`src/rtl/cop_pkg.sv`:
```
package cop_pkg;
    typedef enum logic [2:0] {
        ST_OFF,
        ST_RUN,
        ST_DOZE,
        ST_HALT,
        ST_FIRE,
        ST_SPENT
    } cop_state_t;

    localparam logic [15:0] COP_SVC_ADDR = 16'hFFFF;
endpackage

```
`src/rtl/cop_prescaler.sv`:
```
module cop_prescaler #(
    parameter int PRE_W = 4
) (
    input  logic             clk,
    input  logic             rst_n,
    input  logic             clr,
    input  logic             en,
    output logic [PRE_W-1:0] pre_q,
    output logic             tick
);
    // tick marks the edge on which the prescaler wraps
    assign tick = en && (&pre_q);

    always_ff @(posedge clk or negedge rst_n) begin
        if (!rst_n)
            pre_q <= '0;
        else if (clr)
            pre_q <= '0;
        else if (en)
            pre_q <= pre_q + 1'b1;
    end
endmodule

```
`src/rtl/cop_timeout_counter.sv`:
```
module cop_timeout_counter #(
    parameter int CNT_W       = 14,
    parameter int LONG_TICKS  = 16383,
    parameter int SHORT_TICKS = 511
) (
    input  logic             clk,
    input  logic             rst_n,
    input  logic             clr,
    input  logic             tick,
    input  logic             rate_sel,
    output logic [CNT_W-1:0] cnt_q,
    output logic             last
);
    localparam logic [CNT_W-1:0] LONG_M1  = CNT_W'(LONG_TICKS - 1);
    localparam logic [CNT_W-1:0] SHORT_M1 = CNT_W'(SHORT_TICKS - 1);

    logic [CNT_W-1:0] lim_m1;

    assign lim_m1 = rate_sel ? SHORT_M1 : LONG_M1;
    assign last   = tick && (cnt_q == lim_m1);

    always_ff @(posedge clk or negedge rst_n) begin
        if (!rst_n)
            cnt_q <= '0;
        else if (clr)
            cnt_q <= '0;
        else if (tick)
            cnt_q <= cnt_q + 1'b1;
    end
endmodule

```
`src/rtl/cop_ctrl_fsm.sv`:
```
module cop_ctrl_fsm
    import cop_pkg::*;
(
    input  logic       clk,
    input  logic       rst_n,
    input  logic       dis,
    input  logic       stop,
    input  logic       doze,
    input  logic       svc,
    input  logic       last,
    output logic       run_en,
    output logic       pre_clr,
    output logic       cnt_clr,
    output logic       req,
    output logic       live,
    output cop_state_t state_o
);
    cop_state_t state_q, state_d;

    // state register
    always_ff @(posedge clk or negedge rst_n) begin
        if (!rst_n)
            state_q <= ST_OFF;
        else
            state_q <= state_d;
    end

    // next-state selection
    always_comb begin
        state_d = state_q;
        unique case (state_q)
            ST_OFF, ST_RUN, ST_DOZE, ST_HALT: begin
                if (dis)
                    state_d = ST_OFF;
                else if (last && !svc)
                    state_d = ST_FIRE;
                else if (stop)
                    state_d = ST_HALT;
                else if (doze)
                    state_d = ST_DOZE;
                else
                    state_d = ST_RUN;
            end
            ST_FIRE:  state_d = ST_SPENT;
            ST_SPENT: state_d = ST_SPENT;
        endcase
    end

    // outputs
    always_comb begin
        live    = (state_q == ST_OFF) || (state_q == ST_RUN) ||
                  (state_q == ST_DOZE) || (state_q == ST_HALT);
        run_en  = live && !dis && !stop;
        pre_clr = !run_en || svc;
        cnt_clr = svc || !live || dis;
        req     = (state_q == ST_FIRE);
        state_o = state_q;
    end
endmodule

```
`src/rtl/cop_watchdog.sv`:
```
module cop_watchdog
    import cop_pkg::*;
#(
    parameter int         PRE_W       = 4,
    parameter int         LONG_TICKS  = 16383,
    parameter int         SHORT_TICKS = 511,
    parameter logic [7:0] VEC_LO      = 8'h80
) (
    input  logic        clk,
    input  logic        rst_n,
    input  logic [15:0] bus_addr,
    input  logic        bus_wr,
    output logic [7:0]  bus_rdata,
    input  logic        rate_sel,
    input  logic        mon_mode,
    input  logic        brk_active,
    input  logic        hv_on_irq,
    input  logic        hv_on_rst,
    input  logic        stop_mode,
    input  logic        wait_mode,
    output logic        cop_rst_req
);
    localparam int MAX_TICKS = (LONG_TICKS > SHORT_TICKS) ? LONG_TICKS : SHORT_TICKS;
    localparam int CNT_W     = $clog2(MAX_TICKS + 1);

    logic             hit, svc, dis;
    logic             run_en, pre_clr, cnt_clr, tick, last, live;
    logic [PRE_W-1:0] pre_q;
    logic [CNT_W-1:0] cnt_q;
    cop_state_t       state;

    // bus decode: reads see the vector byte, writes service the counter
    assign hit       = (bus_addr == COP_SVC_ADDR);
    assign svc       = hit && bus_wr;
    assign bus_rdata = hit ? VEC_LO : 8'h00;

    // mode-dependent disable
    assign dis = (mon_mode && (hv_on_irq || hv_on_rst)) || (brk_active && hv_on_rst);

    cop_ctrl_fsm u_fsm (
        .clk     (clk),
        .rst_n   (rst_n),
        .dis     (dis),
        .stop    (stop_mode),
        .doze    (wait_mode),
        .svc     (svc),
        .last    (last),
        .run_en  (run_en),
        .pre_clr (pre_clr),
        .cnt_clr (cnt_clr),
        .req     (cop_rst_req),
        .live    (live),
        .state_o (state)
    );

    cop_prescaler #(.PRE_W(PRE_W)) u_pre (
        .clk   (clk),
        .rst_n (rst_n),
        .clr   (pre_clr),
        .en    (run_en),
        .pre_q (pre_q),
        .tick  (tick)
    );

    cop_timeout_counter #(
        .CNT_W       (CNT_W),
        .LONG_TICKS  (LONG_TICKS),
        .SHORT_TICKS (SHORT_TICKS)
    ) u_cnt (
        .clk      (clk),
        .rst_n    (rst_n),
        .clr      (cnt_clr),
        .tick     (tick),
        .rate_sel (rate_sel),
        .cnt_q    (cnt_q),
        .last     (last)
    );

    AST_PULSE_ONE: assert property (@(posedge clk) disable iff (!rst_n)
        cop_rst_req |=> !cop_rst_req);

    AST_FIRE_AT_LIMIT: assert property (@(posedge clk) disable iff (!rst_n)
        $rose(cop_rst_req) |-> $past(last));

    AST_SVC_ZERO: assert property (@(posedge clk) disable iff (!rst_n)
        $past(svc) |-> (cnt_q == '0 && pre_q == '0));

    AST_OFF_QUIET: assert property (@(posedge clk) disable iff (!rst_n)
        $past(dis) |-> (!cop_rst_req && cnt_q == '0 && pre_q == '0));

    AST_STOP_FREEZE: assert property (@(posedge clk) disable iff (!rst_n)
        $past(stop_mode && !dis && !svc && live) |-> ($stable(cnt_q) && pre_q == '0));

    AST_STATE_LEGAL: assert property (@(posedge clk) disable iff (!rst_n)
        (state == ST_SPENT) |=> (state == ST_SPENT));
endmodule

```
`config.mk`:
```
export PLATFORM = sky130hd
export DESIGN_NAME = cop_watchdog
export DESIGN_NICKNAME = d
export VERILOG_FILES = /design/src/rtl/cop_pkg.sv /design/src/rtl/cop_prescaler.sv /design/src/rtl/cop_timeout_counter.sv /design/src/rtl/cop_ctrl_fsm.sv /design/src/rtl/cop_watchdog.sv
export SDC_FILE = /design/constraint.sdc
export NUM_CORES = 1
export LEC_CHECK = 0
export CAP_MARGIN = 5
export CELL_PAD_IN_SITES_DETAIL_PLACEMENT = 2
export CELL_PAD_IN_SITES_GLOBAL_PLACEMENT = 2
export CORE_MARGIN = 5
export CORE_UTILIZATION = 31
export CTS_BUF_LIST = sky130_fd_sc_hd__clkbuf_4
export DETAILED_ROUTE_END_ITERATION = 12
export PLACE_DENSITY = 0.9
export REMOVE_ABC_BUFFERS = 1
export SLEW_MARGIN = 40
export SYNTH_ARGS = -nofsm -noshare
export SYNTH_HDL_FRONTEND = slang
export SYNTH_SLANG_ARGS = --single-unit
```
`constraint.sdc`:
```
create_clock -name clk -period 2.9 [get_ports clk]
set_clock_uncertainty 0.2 [all_clocks]
set_input_delay 0.58 -clock clk [delete_from_list [all_inputs] [get_ports clk]]
set_output_delay 0.58 -clock clk [all_outputs]
set_load 0.01 [all_outputs]
```
==> impl_metrics.yaml <==
placed_design:
  place_area_um2: 1520
  dp_slack_ns: -0.119
  dp_hpwl_um: 3130
  gp_congestion: 0.758
  port_buffers: 27
logic_synthesis:
  ys_types: 38
  synth_area_um2: 1220
  synth_cells: 127
  synth-compound-area-share_pct: 18.4
  avgSynthCellArea_um2: 9.65
  ys_seq_area_share_pct: 42.9
  synthSimpleGateAreaFrac_pct: 24.0
  ys_warn_count: 0
  async_flop_share_pct: 100
  synthAdderAreaFrac_pct: 3.06
  synth_edf_count: 0
  synthMuxAreaShare_pct: 0
  ys_seq_elements: 21
  synth_top_family_by_area: "simple AND/OR/NAND/NOR gates"
  ys.flop_type: "dfrtp_1"
  post_synth_xor_area_fraction_pct: 2.86
floorplanning:
  die_width_um: 72.9
  die-area_um2: 5310
  num_rows: 22
  core_um2: 3740
  die_height_um: 72.9
  initial_core_util_pct: 32.7
  io_pins: 35
critical_path:
  crit_path_top_delay_cell: "clkdlybuf4s50_1"
  critPathTopFamily: "buffers and inverters"
  cp_max_fo: 2
  reg2reg_from: "u_pre.pre_q[0]"
  path_buf_inv: 2
  critical_path_class: "input pin to primary output"
  worstPathRequired_ns: 2.12
  slowest_delay_ns: 0.47
  cp-end-kind: "primary output"
  reg2reg_depth: 5
  worstPathCellList: "clkdlybuf4s50_1, nand4_1, nor4_2, dlygate4sd2_1"
  arrival_ns: 1.83
  ff2ff_setup_slack_ns: 0.65
  startpoint_type: "input pin"
  r2r-end: "u_cnt.cnt_q[10]"
power:
  p_comb_share_pct: 14.8
  internal_power_mw: 0.390
  clockPowerShare_pct: 29.5
  switching_power_mw: 0.147
  p_seq_share_pct: 55.7
  power.density_nw_per_um2: 342
  leakagePower_nw: 0.626
  vdd_drop_max_uv: 200
  total_power_mw: 0.537
  swShare_pct: 27.3
worst_hold_path:
  min-delay-start: "u_pre.pre_q[0]"
  hp-class: "flop to flop"
  whs_endpoint: "u_pre.pre_q[0]"
  hold_depth: 1
final_layout:
  final_common_cell: "clkdlybuf4s50_1"
  antennaDiodeCount: 0
  drive_gt1_share_pct: 8.86
  final_area_um2: 1570
  mostFrequentLayoutCells: "clkdlybuf4s50_1, dfrtp_1, a21oi_1"
  fillCellCount: 424
  syn_to_final_growth_pct: 28.1
  final_nets: 188
clock_tree:
  cts_tree: "done"
  clock_path_buffers: 2
  cts.root.buffer_cell: "clkbuf_4"
  numCtsBuffers: 3
  cts.sinks: 21
  clk_pin_slew_worst_paths_ns: 0.14
  clock_latency_ns: 0.33
  htree_levels: 1
timing:
  slew_violations: 0
  finalHoldViolations: 0
  whs_ns: 0.279
  worst_slew_pin_slew_ns: 0.699
  rsz0062_at_grt: "false"
  finalSetupTns_ns: 0
  setup_ws_ns: 0.288
  fin_crit_sh_pct: 90.1
  setup_violations: 0
  fin_crit_ns: 2.61
  max_freq_ghz: 0.383
  slew_headroom_pct: 53.1
drt:
  first_pass_iters: 4
  wl_per_cell_um: 20.5
  vias: 1164
  post-route-drc-count: 0
  wl_um: 4230
  drt-initial-drc-count: 51
  drtAntennaViolNets: 0
  vias_per_cell: 5.65
global_route:
  grtUsageMet2_pct: 30.5
  grt_max_degree: 22
  grt_pass1_vias: 1347
  top_usage_layer: "met2"
  grt_remaining_overflow: 0
  grt_pass1_wl_um: 6920
  grt_util_met1_pct: 19.7
  grt_usage_pct: 17.1
  grtUsageMet3_pct: 3.31
  grt_antenna_before_repair: 0
run_status:
  status: "completed"
flow_run:
  maxCapViolations: 0
[worst reg2reg max path: cells and delay by family (launching register included)]
kind	cells	cell delay [ns]
AND/OR/NAND/NOR	3	1.25
adder cells (fa/ha/maj)	1	0.19
AO/OA/AOI/OAI	1	0.15
flip-flops	1	0.40
[repair_timing]
action / in CTS / in global routing
hold buffers: 0 / 0
gates resized for setup: 2 / 0
buffers inserted: 1 / 0
setup endpoints to repair: 1 / 0
[metal layers]
metal	part of all wire, %	up-vias
li1	-	532
met1	39	603
met2	55	20
met3	3.2	9
met4	2.1	0
met5	0	-
[synth_stat cells, types with 3 or more instances]
cell / number / area share, %
nor2_1: 5 / 1.5
o31ai_1: 9 / 5.5
buf_4: 8 / 4.9
dfrtp_1: 21 / 43
ha_1: 3 / 3.1
a21oi_1: 13 / 5.3
nand2_1: 8 / 2.5
or4_1: 9 / 5.5
inv_1: 3 / 0.92
nor3_1: 3 / 1.2
nand3_1: 4 / 1.6
nand4_1: 6 / 3.1
[power by group through the flow]
stage	logic (mW)	clock network, mW	registers, mW
after detailed placement	0.0776	0	0.305
after global routing	0.0858	0.179	0.300
final	0.0792	0.158	0.299
after global placement	0.0708	0	0.304
after CTS	0.0786	0.163	0.299
after floorplan	0.0218	0	0.304
[sequential cells by signal, summed over array words and instances (netlist names)]
register and flops:
u_pre.pre_q 4, u_fsm.state_o 3, u_cnt.cnt_q 14
[worst max-delay path by stage]
stage | start | end | cells after the start
floorplan | bus_addr[7] | u_pre.pre_q[2] | 4
global placement | bus_addr[7] | bus_rdata[7] | 4
detailed placement | bus_addr[1] | bus_rdata[7] | 4
CTS | bus_addr[11] | bus_rdata[7] | 4
global route | bus_addr[8] | bus_rdata[7] | 4
finish | bus_addr[10] | bus_rdata[7] | 4
[final cells by class]
cell class	count	area [um2]	area share [%]
well taps	48	60.1	3.83
inverters	3	11.3	0.718
clock inverters	1	7.51	0.478
multi-input cells	97	628	40.0
repair buffers	33	314	20.0
clock buffers	3	22.5	1.44
flip-flops and latches	21	526	33.5
[per-stage QoR]
step / instances / util (%)
6_report: 206 / 41.9
5_1_grt: 206 / 41.9
4_1_cts: 206 / 41.8
3_5_place_dp: 201 / 40.7
3_3_place_gp: 201 / 40.7
2_1_floorplan: 121 / -
[kinds of logic after synthesis]
group,count (synthesis)
other cells,1
xor+xnor,4
simple gates,48
buf+inv,15
flops,21
fa+ha+maj,3
compound gates,35
Power figures use the tool's default switching activity.
